[config.mk]
export PLATFORM = sky130hd
export DESIGN_NAME = sec_alarm_counter
export DESIGN_NICKNAME = d
export VERILOG_FILES = /design/src/rtl/sec_alarm_counter.sv
export SDC_FILE = /design/constraint.sdc
export NUM_CORES = 1
export LEC_CHECK = 0
export BUFFER_PORTS_ARGS = -buffer_cell sky130_fd_sc_hd__buf_4
export CORE_ASPECT_RATIO = 0.7
export CORE_MARGIN = 8
export CORE_UTILIZATION = 35
export CTS_BUF_LIST = sky130_fd_sc_hd__clkbuf_2 sky130_fd_sc_hd__clkbuf_4 sky130_fd_sc_hd__clkbuf_8
export DETAILED_ROUTE_END_ITERATION = 10
export PLACE_DENSITY_LB_ADDON = 0.05
export SETUP_SLACK_MARGIN = 0.3
export SYNTH_ARGS = -nofsm -noshare
export SYNTH_HDL_FRONTEND = slang
export SYNTH_SLANG_ARGS = --single-unit
[constraint.sdc]
create_clock -name clk -period 2.4 [get_ports clk]
set_clock_uncertainty 0.2 [all_clocks]
set_input_delay 0.12 -clock clk [delete_from_list [all_inputs] [get_ports clk]]
set_output_delay 0.12 -clock clk [all_outputs]
set_load 0.05 [all_outputs]
[src/rtl/sec_alarm_counter.sv]
module sec_alarm_counter #(
  parameter int PRE_W = 15,
  parameter int SEC_W = 6,
  parameter int MIN_W = 6,
  parameter int HR_W  = 5,
  parameter int DAY_W = 15
) (
  input  logic                               clk,
  input  logic                               rst_n,
  input  logic                               tick_i,
  input  logic                               pre_en_i,
  input  logic                               time_ld_i,
  input  logic [SEC_W+MIN_W+HR_W+DAY_W-1:0] time_wd_i,
  input  logic                               alarm_ld_i,
  input  logic [SEC_W+MIN_W+HR_W+DAY_W-1:0] alarm_wd_i,
  output logic [SEC_W+MIN_W+HR_W+DAY_W-1:0] time_o,
  output logic [6:0]                         evt_o
);
  localparam int TOD_W  = SEC_W + MIN_W + HR_W;
  localparam int TW     = TOD_W + DAY_W;
  localparam int MIN_LO = SEC_W;
  localparam int HR_LO  = SEC_W + MIN_W;
  localparam int DAY_LO = TOD_W;

  logic [PRE_W-1:0] presc;
  logic [TW-1:0]    time_q, pend_q, alarm_q, nxt;
  logic             pv_q;
  logic [6:0]       evt_q;

  wire step = tick_i & (~pre_en_i | (&presc));

  wire [SEC_W-1:0] sec = time_q[0 +: SEC_W];
  wire [MIN_W-1:0] mn  = time_q[MIN_LO +: MIN_W];
  wire [HR_W-1:0]  hr  = time_q[HR_LO +: HR_W];
  wire [DAY_W-1:0] day = time_q[DAY_LO +: DAY_W];

  wire sec_top = sec >= SEC_W'(59);
  wire min_top = mn  >= MIN_W'(59);
  wire hr_top  = hr  >= HR_W'(23);
  wire min_wrap = sec_top & min_top;
  wire hr_wrap  = min_wrap & hr_top;

  assign nxt[0 +: SEC_W]      = sec_top ? '0 : sec + 1'b1;
  assign nxt[MIN_LO +: MIN_W] = sec_top ? (min_top ? '0 : mn + 1'b1) : mn;
  assign nxt[HR_LO +: HR_W]   = min_wrap ? (hr_top ? '0 : hr + 1'b1) : hr;
  assign nxt[DAY_LO +: DAY_W] = hr_wrap ? day + 1'b1 : day;

  always_ff @(posedge clk) begin
    if (!rst_n)              presc <= '0;
    else if (!pre_en_i)      presc <= '0;
    else if (tick_i)         presc <= presc + 1'b1;
  end

  always_ff @(posedge clk) begin
    if (!rst_n) begin
      time_q  <= '0;
      pend_q  <= '0;
      pv_q    <= 1'b0;
      alarm_q <= '0;
      evt_q   <= '0;
    end else begin
      evt_q <= '0;
      if (step) begin
        if (pv_q) begin
          time_q <= pend_q;
          pv_q   <= 1'b0;
        end else begin
          time_q <= nxt;
          evt_q  <= {nxt == alarm_q, hr_wrap, min_wrap, sec_top, 1'b1,
                     nxt[TOD_W-1:0] == alarm_q[TOD_W-1:0], 1'b0};
        end
      end
      if (time_ld_i) begin
        pend_q <= time_wd_i;
        pv_q   <= 1'b1;
      end
      if (alarm_ld_i) alarm_q <= alarm_wd_i;
    end
  end

  assign time_o = time_q;
  assign evt_o  = evt_q;

  assert_hold_no_tick_R3: assert property (@(posedge clk) disable iff (!rst_n)
    !tick_i |=> $stable(time_o));
  assert_min_implies_sec_R6: assert property (@(posedge clk) disable iff (!rst_n)
    evt_o[3] |-> evt_o[2]);
  assert_day_alarm_implies_tod_R8: assert property (@(posedge clk) disable iff (!rst_n)
    evt_o[6] |-> evt_o[1]);
  assert_rollover_zero_tod_R5: assert property (@(posedge clk) disable iff (!rst_n)
    evt_o[5] |-> (time_o[TOD_W-1:0] == '0));
  assert_sec_evt_changes_R6: assert property (@(posedge clk) disable iff (!rst_n)
    evt_o[2] |-> (time_o != $past(time_o)));
endmodule

# Yosys cells after proc, flatten, opt, wreduce, memory -nomap -nowiden
# Cells that the tools add are included.
word_totals:
  word_cells: 39
  output_inout_bits: 39
  reg_bits: 119
  inputBits: 70
classes:
  n_addsub: 5
  reduce_logical: 5
  eq_ne: 2
  n_lt_le_gt_ge: 3
  n_bitwise: 7
  mux: 10
ops:
  columns: ["operator", "count"]
  rows:
  - ["$eq 32x32->1", 1]
  - ["$mux 32", 1]
  - ["$add 15x1->15 const B", 2]
  - ["$mux 6", 3]
  - ["$eq 17x17->1", 1]
  - ["$mux 15", 1]
  - ["$reduce_and 15->1", 1]
  - ["$add 6x1->6 const B", 2]
  - ["$ge 6x6->1 const B", 2]
  - ["$mux 5", 2]
  - ["$add 5x1->5 const B", 1]
  - ["$ge 5x5->1 const B", 1]
  - ["$reduce_and 2->1", 2]
  - ["$and 1x1->1", 3]
  - ["$mux 3", 1]
  - ["$not 1->1", 3]
  - ["$reduce_or 3->1", 1]
  - ["$mux 1", 2]
  - ["$reduce_bool 2->1", 1]
  - ["$or 1x1->1", 1]

# Depth between registers and ports, before layout
# Gate-level depths: netlist of the first run.
depth:
  depth_word: 5
  mapped_depth: 11
  ltp_nobuf: 8

# Worst setup path after synthesis of the first run
# No wires, ideal clock.
synth_path:
  path_type: "flip-flop to flip-flop"
  startpoint: "reg time_q[6], in the netlist time_o[6]"
  endpoint: "reg evt_q[6], in the netlist evt_o[6]"
  slack_ns: -0.628
  required_ns: 2.109
  synth_period_minus_slack_ns: 3.028
  t_arrival_ns: 2.736
  stages_incl_launch_ff: 11
  path_cell_list: "dfxtp_1 -> ha_1 -> buf_4 -> o2111a_2 -> nand2_2 -> buf_6 -> or4_1 -> and3_1 -> nor4_1 -> nand4_1 -> nor4bb_1"
synth_between:
  elab_chain_len: 5
synth_rtl:
  columns: ["item", "line_no", "source"]
  rows:
  - ["start, declared", "26", "logic [TW-1:0] time_q, pend_q, alarm_q, nxt;"]
  - ["start signal, assigned", "65", "time_q <= pend_q;"]
  - ["start signal, assigned", "68", "time_q <= nxt;"]
  - ["$ge 6x6->1", "38", "wire min_top = mn >= MIN_W'(59);"]
  - ["$and 1x1->1", "40", "wire min_wrap = sec_top & min_top;"]
  - ["$and 1x1->1", "41", "wire hr_wrap = min_wrap & hr_top;"]
  - ["$mux 15", "46", "assign nxt[DAY_LO +: DAY_W] = hr_wrap ? day + 1'b1 : day;"]
  - ["$eq 32x32->1 *", "69", "evt_q <= {nxt == alarm_q, hr_wrap, min_wrap, sec_top, 1'b1,"]
  - ["end signal, assigned", "69", null]
  - ["end, declared", "28", "logic [6:0] evt_q;"]
# Mark *: on every way between the ends. The rest lies on a longest branch, timed or not.
# A chain may end at the register's enable or synchronous reset.

# Final worst setup path of the first run
layout_path:
  startpoint: "reg time_q[0], in the netlist time_o[0]"
  endpoint: "reg evt_q[1], in the netlist evt_o[1]"
layout_between:
  elab_chain_len: 4
layout_rtl:
  columns: ["item", "line_no", "source"]
  rows:
  - ["$ge 6x6->1", "37", "wire sec_top = sec >= SEC_W'(59);"]
  - ["$and 1x1->1", "40", null]
  - ["$mux 5", "45", "assign nxt[HR_LO +: HR_W] = min_wrap ? (hr_top ? '0 : hr + 1'b1) : hr;"]
  - ["$eq 17x17->1 *", "70", "nxt[TOD_W-1:0] == alarm_q[TOD_W-1:0], 1'b0};"]
# Marked as above.

==> run summary, run 1 <==
0 antenna diodes ended up in the layout. Ratio of routed vias to standard cells: 5.276. The post-synthesis register bit count works out to 118. Counting every sink on the clock net gives 118.

The die is 130.3 um tall. For this configuration, the core starts out at a cell density of 35.97%. The setup TNS is -1358 ps, and the post-synthesis instance total is 747.

For this block, the initial DRC count from the detailed router was 533. TritonCTS created 17 clock buffers. Based on the critical path, the design can be clocked at up to 374.4 MHz. The multi-input combinational cells in the finished layout cover a total of 4439 um^2.

Walking the worst path, the cells encountered are ha_4 > buf_4 > nor2b_1 > o21bai_1 > a222oi_1 > o221a_2 > nand4_1 > a2111oi_4 > buf_4 > and2_4. Summed over all cells, the static leakage comes to 4.519 nW. The launch point of the worst hold path was time_ld_i. The run gives 4 as the number of H-tree levels. For the power consumption, the log shows 4.841 mW. The required time reported for the critical path endpoint was 2580 ps.

Setup repair after global routing could not meet its margin everywhere. Counting flops with an async set or reset pin after synthesis yields a share of 0%. The number of nets with antenna violations after detailed routing came out at 0. Setup violations remaining at the end of the flow were counted as 19. Global routing finished with a remaining overflow of 0. The number of optimization iterations in the first detailed-route pass was 7; the total number of vias was 6901.

Fill cells in the final layout number 1608. When the netlist entered floorplanning its net count stood at 822. The hold violation total from the final report was 0. The worst setup path is launched from a flip-flop. At the pin with the least slew margin, the transition time is 639.1 ps.

The most used flip-flop cell after synthesis is sky130_fd_sc_hd__dfxtp_1. The tools report the sequential share of the synthesized area as 36.16%. Global routing used 21.48% of the available tracks.

The most critical setup path has its startpoint at time_o[0]. Dividing the final minimum period by the clock period gives 111.3%. The flow ran to the end, but the final reports show violations. The path class of the tightest hold or removal check is in -> reg. The tools report the worst vdd rail ir drop as 0.0003052 V. The maximum single-stage delay on the critical path came out at 480 ps. Clock latency on the worst-skew pair, taken at its later pin, is 440 ps.

The tools report the initial antenna violation count as 0. The logs give 0 for the max capacitance violation total and 38280 um for the first-pass GRT wire length. The beginning of the worst register-to-register path is time_o[0].

109 I/O pins were placed. The worst setup path is captured at a flip-flop. The worst max-slew margin expressed relative to the limit is 57.39%, and the number of pins with negative max-slew slack in the final report is 0.

The critical path's most frequent cell is sky130_fd_sc_hd__buf_4. The total number of nets in the final design is 1134, and the arrival time at the worst endpoint is 2850 ps. The slowest stage of the critical path is the sky130_fd_sc_hd__a222oi_1 cell.

Summing all placed instances gives a cell area of 8574 um^2. Routability-driven placement finished with a final weighted congestion of 0.9085. Final design instance area without fill: 10680 um^2. In this run the power density over the cells is 453.1 nW/um^2.

The combined area of all synthesized cells is 6533 um^2. The peak fanout along the critical path is 4. TritonCTS built the clock tree.

The final reports fail on setup timing. Counting instances, the worst hold path has a depth of 3. After floorplanning, the core was divided into 41 placement rows.

The signed area change from the synthesized netlist to the final layout is 63.53%, and the largest buffer count on any clock path is 2. The tools report the total DRC errors in the routed layout as 0. The via count of the first global-routing pass was 6656; the number of distinct library cells after synthesis was 72.

Half-perimeter wire length of the detailed placement result: 17880 um. The floorplan step defined a die boundary enclosing 23360 um^2. The routed design could run at a clock period as short as 2671 ps.

Entering global routing, the biggest net connects 60 pins. The share of layout cells above drive strength 1 was 41.04%. Number of enable flip-flop cells after synthesis: 0. During synthesis, Yosys emitted a total of 0 warnings. Registers take 2429 um^2.

Counting cells, the worst reg-to-reg path comes to 10. After clock tree synthesis, the clock-pin slew on the worst setup and hold paths is 80 ps. In this run the tool buffered the top-level ports with 107 buffer cells. The average instance in the mapped netlist occupies 8.745 um^2. CTS placed an instance of sky130_fd_sc_hd__clkbuf_8 at the clock tree root. The per-cell routed wire length works out to 19.50 um.

The tools report the final setup slack of the worst path as -270.6 ps. Total length of routed wires: 25510 um. The run gives 18160 um^2 as the total core area. Type of the worst setup path: reg -> reg. The floorplan die width was 179.3 um.
-- logic make-up (layout without fill, tap and decap cells) --
kind of cell | count (synthesis) | after routing | synth area share (%)
AND/OR/NAND/NOR | 289 | 289 | 25.00
AO/OA/AOI/OAI | 155 | 155 | 16.87
flip-flops | 118 | 118 | 36.16
multiplexers | 70 | 70 | 10.73
buffers and inverters | 70 | 395 | 4.980
XOR/XNOR | 38 | 38 | 5.095
adder cells (fa/ha/maj) | 6 | 6 | 1.111
other | 1 | 1 | 0.05741
-- worst max-delay path, delay by kind of cell (launching register included) --
kind                       cells  cell delay (ps)
AOI/OAI and AO/OA              4             1130
and+or+nand+nor                3              430
DFF                            1              360
buffers and inverters          2              300
adders and majority gates      1              170
-- through the flow --
step	worst slack (ps)	instances	hold slack (ps)	util [%]
finish	-270.6	1308	28.45	58.83
CTS	-222.2	1295	12.32	56.55
global placement	-288.7	1167	175.8	47.22
global route	-355.5	1308	51.29	58.83
floorplan	-174.3	747	66.52	-
detailed placement	-313.0	1167	182.7	47.22
-- state kept, by name, indices dropped and copies added, names as in the netlist --
name,count
alarm_q,32
pend_q,32
time_o,32
presc,15
evt_o,6
pv_q,1
-- worst paths after layout --
| kind | end | slack (ps) |
|---|---|---|
| setup / recovery | evt_o[1] | -270 |
| hold / removal | pv_q | 30 |
| setup reg to reg | evt_o[1] | -270 |
| hold reg to reg | presc[6] | 310 |
-- report_power, final --
group / switching (mW) / internal, mW
Combinational: 0.454 / 0.493
Clock: 0.908 / 0.853
Sequential: 0.0958 / 2.04
Total: 1.46 / 3.38
-- synthesized netlist by cell type, drive strengths merged (3+ instances only) --
cell type,count,area share (%)
dfxtp,118,36
nor2b,81,7.8
mux2i,70,11
nand2,57,3.4
nor2,37,2.2
a21oi,36,2.8
clkbuf,33,1.9
o21ai,27,2.1
buf,25,2.4
xnor2,19,2.5
xor2,19,2.5
nand3,18,1.5
and2,13,1.2
nor3,13,1.0
inv,12,0.69
nand4,12,1.1
nor4,11,1.6
o211ai,11,1.3
or3,11,1.1
and3,10,0.96
a221oi,9,1.2
a31oi,8,0.77
o221ai,7,0.94
a22oi,6,0.69
and4,6,0.80
nor4b,6,0.80
o211a,6,0.92
a21boi,5,0.57
ha,5,0.96
or4,5,0.57
a211o,3,0.40
a211oi,3,0.34
a21o,3,0.34
nand3b,3,0.34
o2111ai,3,0.50
o21a,3,0.34
o22ai,3,0.29
-- layout by cell type (no fill, tap or decap), types with 12 or more instances in the layout --
cell                            synthesis  final
sky130_fd_sc_hd__dlygate4sd3_1          0     66
sky130_fd_sc_hd__a21oi_1               36     24
sky130_fd_sc_hd__nand2_1               55     45
sky130_fd_sc_hd__nand4_1               12     12
sky130_fd_sc_hd__buf_6                  2     28
sky130_fd_sc_hd__nor2_1                36     34
sky130_fd_sc_hd__xnor2_1               19     19
sky130_fd_sc_hd__buf_4                  9    240
sky130_fd_sc_hd__dfxtp_4                0     12
sky130_fd_sc_hd__nor2b_1               81     80
sky130_fd_sc_hd__o21ai_0               26     15
sky130_fd_sc_hd__dfxtp_1              118     89
sky130_fd_sc_hd__clkbuf_8               0     18
sky130_fd_sc_hd__xor2_1                19     19
sky130_fd_sc_hd__dfxtp_2                0     17
sky130_fd_sc_hd__nand3_1               17     14
sky130_fd_sc_hd__mux2i_1               70     70
-- final cells by class --
class / count / share of cell area, %
clock buffers: 18 / 2.319
clock inverters: 14 / 1.183
inverters: 12 / 0.4216
multi-input cells: 559 / 41.56
flip-flops and latches: 118 / 22.73
well taps: 236 / 2.764
repair buffers: 351 / 29.02
-- layer usage --
metal | GRT usage, % | routed length (um) | part of all wire (%) | vias to the layer above
met5 | 0 | 0 | 0 | -
met4 | 3.809 | 178 | 0.70 | 0
met3 | 5.022 | 1658 | 6.5 | 14
met2 | 29.70 | 9974 | 39 | 213
met1 | 32.95 | 13690 | 54 | 3325
li1 | - | - | - | 3349
-- repair_timing --
action,CTS,global route
gates resized for setup,87,63
hold endpoints to repair,71,0
hold buffers,66,0
gates cloned,5,1
pin swaps,32,34
setup endpoints to repair,36,39
setup buffers,25,12
Note: power is estimated with default switching activity, not from simulation.
==> run 2: changes to the inputs <==
BUFFER_PORTS_ARGS = default   (was -buffer_cell sky130_fd_sc_hd__buf_4)
CTS_BUF_LIST = sky130_fd_sc_hd__clkbuf_16   (was sky130_fd_sc_hd__clkbuf_2 sky130_fd_sc_hd__clkbuf_4 sky130_fd_sc_hd__clkbuf_8)
DONT_BUFFER_PORTS = 1   (was default)
==> run 2 against run 1 <==
The run still ends with setup timing left. Die area unchanged. Cell area grew 1.2%. Non-clock buffer count decreased by 32. Sequential power hardly changed. Via count is 0.58% lower. Critical path depth down 1. Hold slack improved by 210 ps. Critical endpoint is now evt_o[6]. Largest cell class unchanged. Largest power group is now the clock network.
==> run summary, run 2 (synthesis results as in run 1) <==
The run finished, with violations left. Failing checks: setup timing (unchanged). Setup repair after global routing could not meet its margin everywhere. Peak fanout along the critical path: 12 (was 4). Number of optimization iterations in the first detailed-route pass: 5 (was 7). The worst vdd rail ir drop was 0.0004087 V (was 0.0003052 V).

The power share of the clock group was 43.6% (was 36.4%). The initial core utilization came out at 35.97% (unchanged). For the largest buffer count on any clock path, the log shows 2 (unchanged).

The final setup slack of the worst path came out at -279.2 ps (was -270.6 ps). For the overall track demand over capacity in global routing, the log shows 22.96% (was 21.48%). The kind of path behind the tightest hold check was in -> reg (unchanged). The depth of the most critical reg-to-reg path was 9 (was 10); the cell area reported after detailed placement was 7846 um^2 (was 8574 um^2). The first-pass GRT wire length was 40340 um (was 38280 um); the final critical delay including setup and external delays was 2679 ps (was 2671 ps). For the arrival time at the worst endpoint, the log shows 2810 ps (was 2850 ps).

TritonCTS built the clock tree. Capture instance of the worst register-to-register path: evt_o[6] (was evt_o[1]). The remaining global-route overflow is 0 (unchanged), and the fraction of power consumed by combinational cells is 17.9% (was 19.6%).

The type of the worst setup path was reg -> reg (unchanged). The initial antenna violation count was 2 (was 0). Launch point of the worst hold path: alarm_ld_i (was time_ld_i). The share of layout cells above drive strength 1 is 32.50% (was 41.04%). The clock transition at the register clock pins on the worst setup and hold paths after CTS was 60 ps (was 80 ps). The tools report the total core area as 18160 um^2 (unchanged). The ratio of routed vias to standard cells is 5.369 (was 5.276), and the fill cell total of the finished layout is 1602 (was 1608).

The beginning of the worst register-to-register path was time_o[0] (unchanged). The tools report the global placer's final weighted congestion as 0.8791 (was 0.9085). The power per cell area is 514.3 nW/um^2 (was 453.1 nW/um^2). The total DRC errors in the routed layout was 0 (unchanged).

Cell type of the slowest stage on the worst timing path: sky130_fd_sc_hd__a2111oi_4 (was sky130_fd_sc_hd__a222oi_1). The run gives 373.2 MHz (was 374.4 MHz) as the highest attainable clock frequency. The category of cells accounting for the largest share of critical-path delay is compound AO/OA/AOI/OAI gates (unchanged).

The run gives 4 (unchanged) as the number of H-tree levels. Number of CTS-inserted buffers: 17 (unchanged). The library cell used as clock root buffer is sky130_fd_sc_hd__clkbuf_16 (was sky130_fd_sc_hd__clkbuf_8). The logs give 6861 (was 6901) for the total number of vias and 118 (unchanged) for the number of clock sinks. The logs give 4.336 nW (was 4.519 nW) for the leakage power of the design and 99 (was 60) for the pin count of the biggest net entering global routing. The register-to-register path setup slack is -280 ps (was -270 ps), and the total die area is 23360 um^2 (unchanged). The transition time at the pin with the least slew margin was 569.5 ps (was 639.1 ps). The worst hold margin came out at 237.5 ps (was 28.45 ps). Crit-path cells: ha_4 > o2111a_2 > buf_4 > and4b_1 > a21o_1 > a211oi_2 > nand4_1 > a2111oi_4 > nor4bb_4 (was ha_4 > buf_4 > nor2b_1 > o21bai_1 > a222oi_1 > o221a_2 > nand4_1 > a2111oi_4 > buf_4 > and2_4). Commonest cells after routing, fill and taps aside: sky130_fd_sc_hd__buf_4, sky130_fd_sc_hd__dlygate4sd3_1, sky130_fd_sc_hd__dfxtp_1 (was sky130_fd_sc_hd__buf_4, sky130_fd_sc_hd__dfxtp_1, sky130_fd_sc_hd__nor2b_1). The per-cell routed wire length came out at 20.74 um (was 19.50 um). The element type at the critical path start is a flip-flop (unchanged). The logs give 109 (unchanged) for the I/O pin total and 1.555 mW (was 1.458 mW) for the switching power. The total number of nets in the final design is 1102 (was 1134). The via count of the first global-routing pass was 6963 (was 6656); the hold violation total from the final report was 0 (unchanged). The commonest non-fill, non-tap cell in the layout was sky130_fd_sc_hd__buf_4 (unchanged). For the max capacitance violation total, the log shows 0 (unchanged). The number of cells on the worst hold path was 3 (unchanged). The share of total power in sequential cells was 38.5% (was 44.1%). Insertion delay of the later-clocked pin in the worst-skew pair: 420 ps (was 440 ps). The fraction of power spent switching nets came out at 27.98% (was 30.12%). The number of buffer and inverter stages on the critical path is 1 (was 2), and the number of pins with negative max-slew slack in the final report is 0 (unchanged). The floorplan die width works out to 179.3 um (unchanged).

Endpoint kind of the worst setup timing path: a flip-flop (unchanged). The post-route clock period utilization was 111.6% (was 111.3%). The cell-internal power is 4.003 mW (was 3.383 mW), and the total length of routed wires is 26500 um (was 25510 um). For the number of nets with antenna violations after detailed routing, the log shows 0 (unchanged). The tools report the worst max-slew margin expressed relative to the limit as 62.04% (was 57.39%). The number of core rows was 41 (unchanged).

The signed area change from the synthesized netlist to the final layout was 65.45% (was 63.53%); the final design instance area without fill was 10810 um^2 (was 10680 um^2). The iteration-0 DRC count of the detailed router came out at 539 (was 533). The y dimension of the die is 130.3 um (unchanged). The worst min-delay path endpoint is alarm_q[7] (was pv_q). For the half-perimeter wire length of the detailed placement result, the log shows 17590 um (was 17880 um). The number of I/O port buffers was 0 (was 107). The maximum single-stage delay on the critical path is 360 ps (was 480 ps). The tools report the required time reported for the critical path endpoint as 2530 ps (was 2580 ps). For the setup violation total in the final timing report, the log shows 11 (was 19).
## run 2: cell types whose count changed in the layout (fill, tap and decap cells not counted), moves of 8 or more
cell	previous run	this run
sky130_fd_sc_hd__clkbuf_8	18	0
sky130_fd_sc_hd__dlygate4sd3_1	66	132
sky130_fd_sc_hd__clkbuf_16	1	18
sky130_fd_sc_hd__buf_6	28	20
sky130_fd_sc_hd__buf_4	240	149
## run 2: how the worst max path moves through the flow
stage | from | slack [ps] | cells after the start | endpoint
CTS | time_o[0] | -270 | 9 | evt_o[6]
finish | time_o[0] | -280 | 9 | evt_o[6]
detailed placement | time_o[6] | -330 | 8 | evt_o[6]
floorplan | time_o[6] | -170 | 9 | evt_o[6]
global route | time_o[0] | -400 | 9 | evt_o[6]
global placement | time_o[0] | -170 | 9 | evt_o[6]
## run 2: stage by stage
step	std cells	utilization [%]	power [mW]	worst slack (ps)	TNS (ps)
floorplan	747	-	2.581	-174.3	-253.2
global placement	1070	43.21	2.732	-168.7	-475.2
detailed placement	1070	43.21	2.739	-332.8	-1194
CTS	1264	57.40	5.534	-265.2	-529.5
global route	1278	59.51	5.777	-400.6	-2696
finish	1278	59.51	5.558	-279.2	-619.6
## run 2: what timing repair did
item	in CTS	in global routing
resized for setup	73	58
hold buffers	134	0
hold endpoints to repair	113	0
buffers inserted	23	11
cloned	5	1
endpoints found under the setup margin	35	39
pin swaps	29	34
## run 2: layout make-up
class	instances	area, um^2	share of cell area (%)
multi-input cells	559	4423	40.92
repair buffers	319	3055	28.27
well taps	236	295.3	2.732
diodes	2	5.005	0.04631
clock buffers	17	425.4	3.936
clock inverters	15	131.4	1.216
inverters	12	45.04	0.4168
flip-flops and latches	118	2427	22.46
## run 2: worst reg2reg max path, cell delays in order, from the launching register on
cell,delay [ps]
sky130_fd_sc_hd__dfxtp_4,350
sky130_fd_sc_hd__ha_4,170
sky130_fd_sc_hd__o2111a_2,300
sky130_fd_sc_hd__buf_4,210
sky130_fd_sc_hd__and4b_1,230
sky130_fd_sc_hd__a21o_1,160
sky130_fd_sc_hd__a211oi_2,190
sky130_fd_sc_hd__nand4_1,150
sky130_fd_sc_hd__a2111oi_4,360
sky130_fd_sc_hd__nor4bb_4,250
## run 2: power by group through the flow
stage,sequential [mW],clock (mW),combinational (mW)
4_1_cts,2.13,2.47,0.930
2_1_floorplan,2.20,0,0.381
3_5_place_dp,2.17,0,0.568
5_1_grt,2.15,2.57,1.06
3_3_place_gp,2.17,0,0.564
6_report,2.14,2.42,0.995
## run 2: per-layer routing
metal / track usage, % / vias up / part of all wire, %
li1: - / 3283 / -
met1: 33.26 / 3317 / 50
met2: 33.39 / 244 / 42
met3: 5.657 / 17 / 6.9
met4: 5.566 / 0 / 0.85
met5: 0 / - / 0
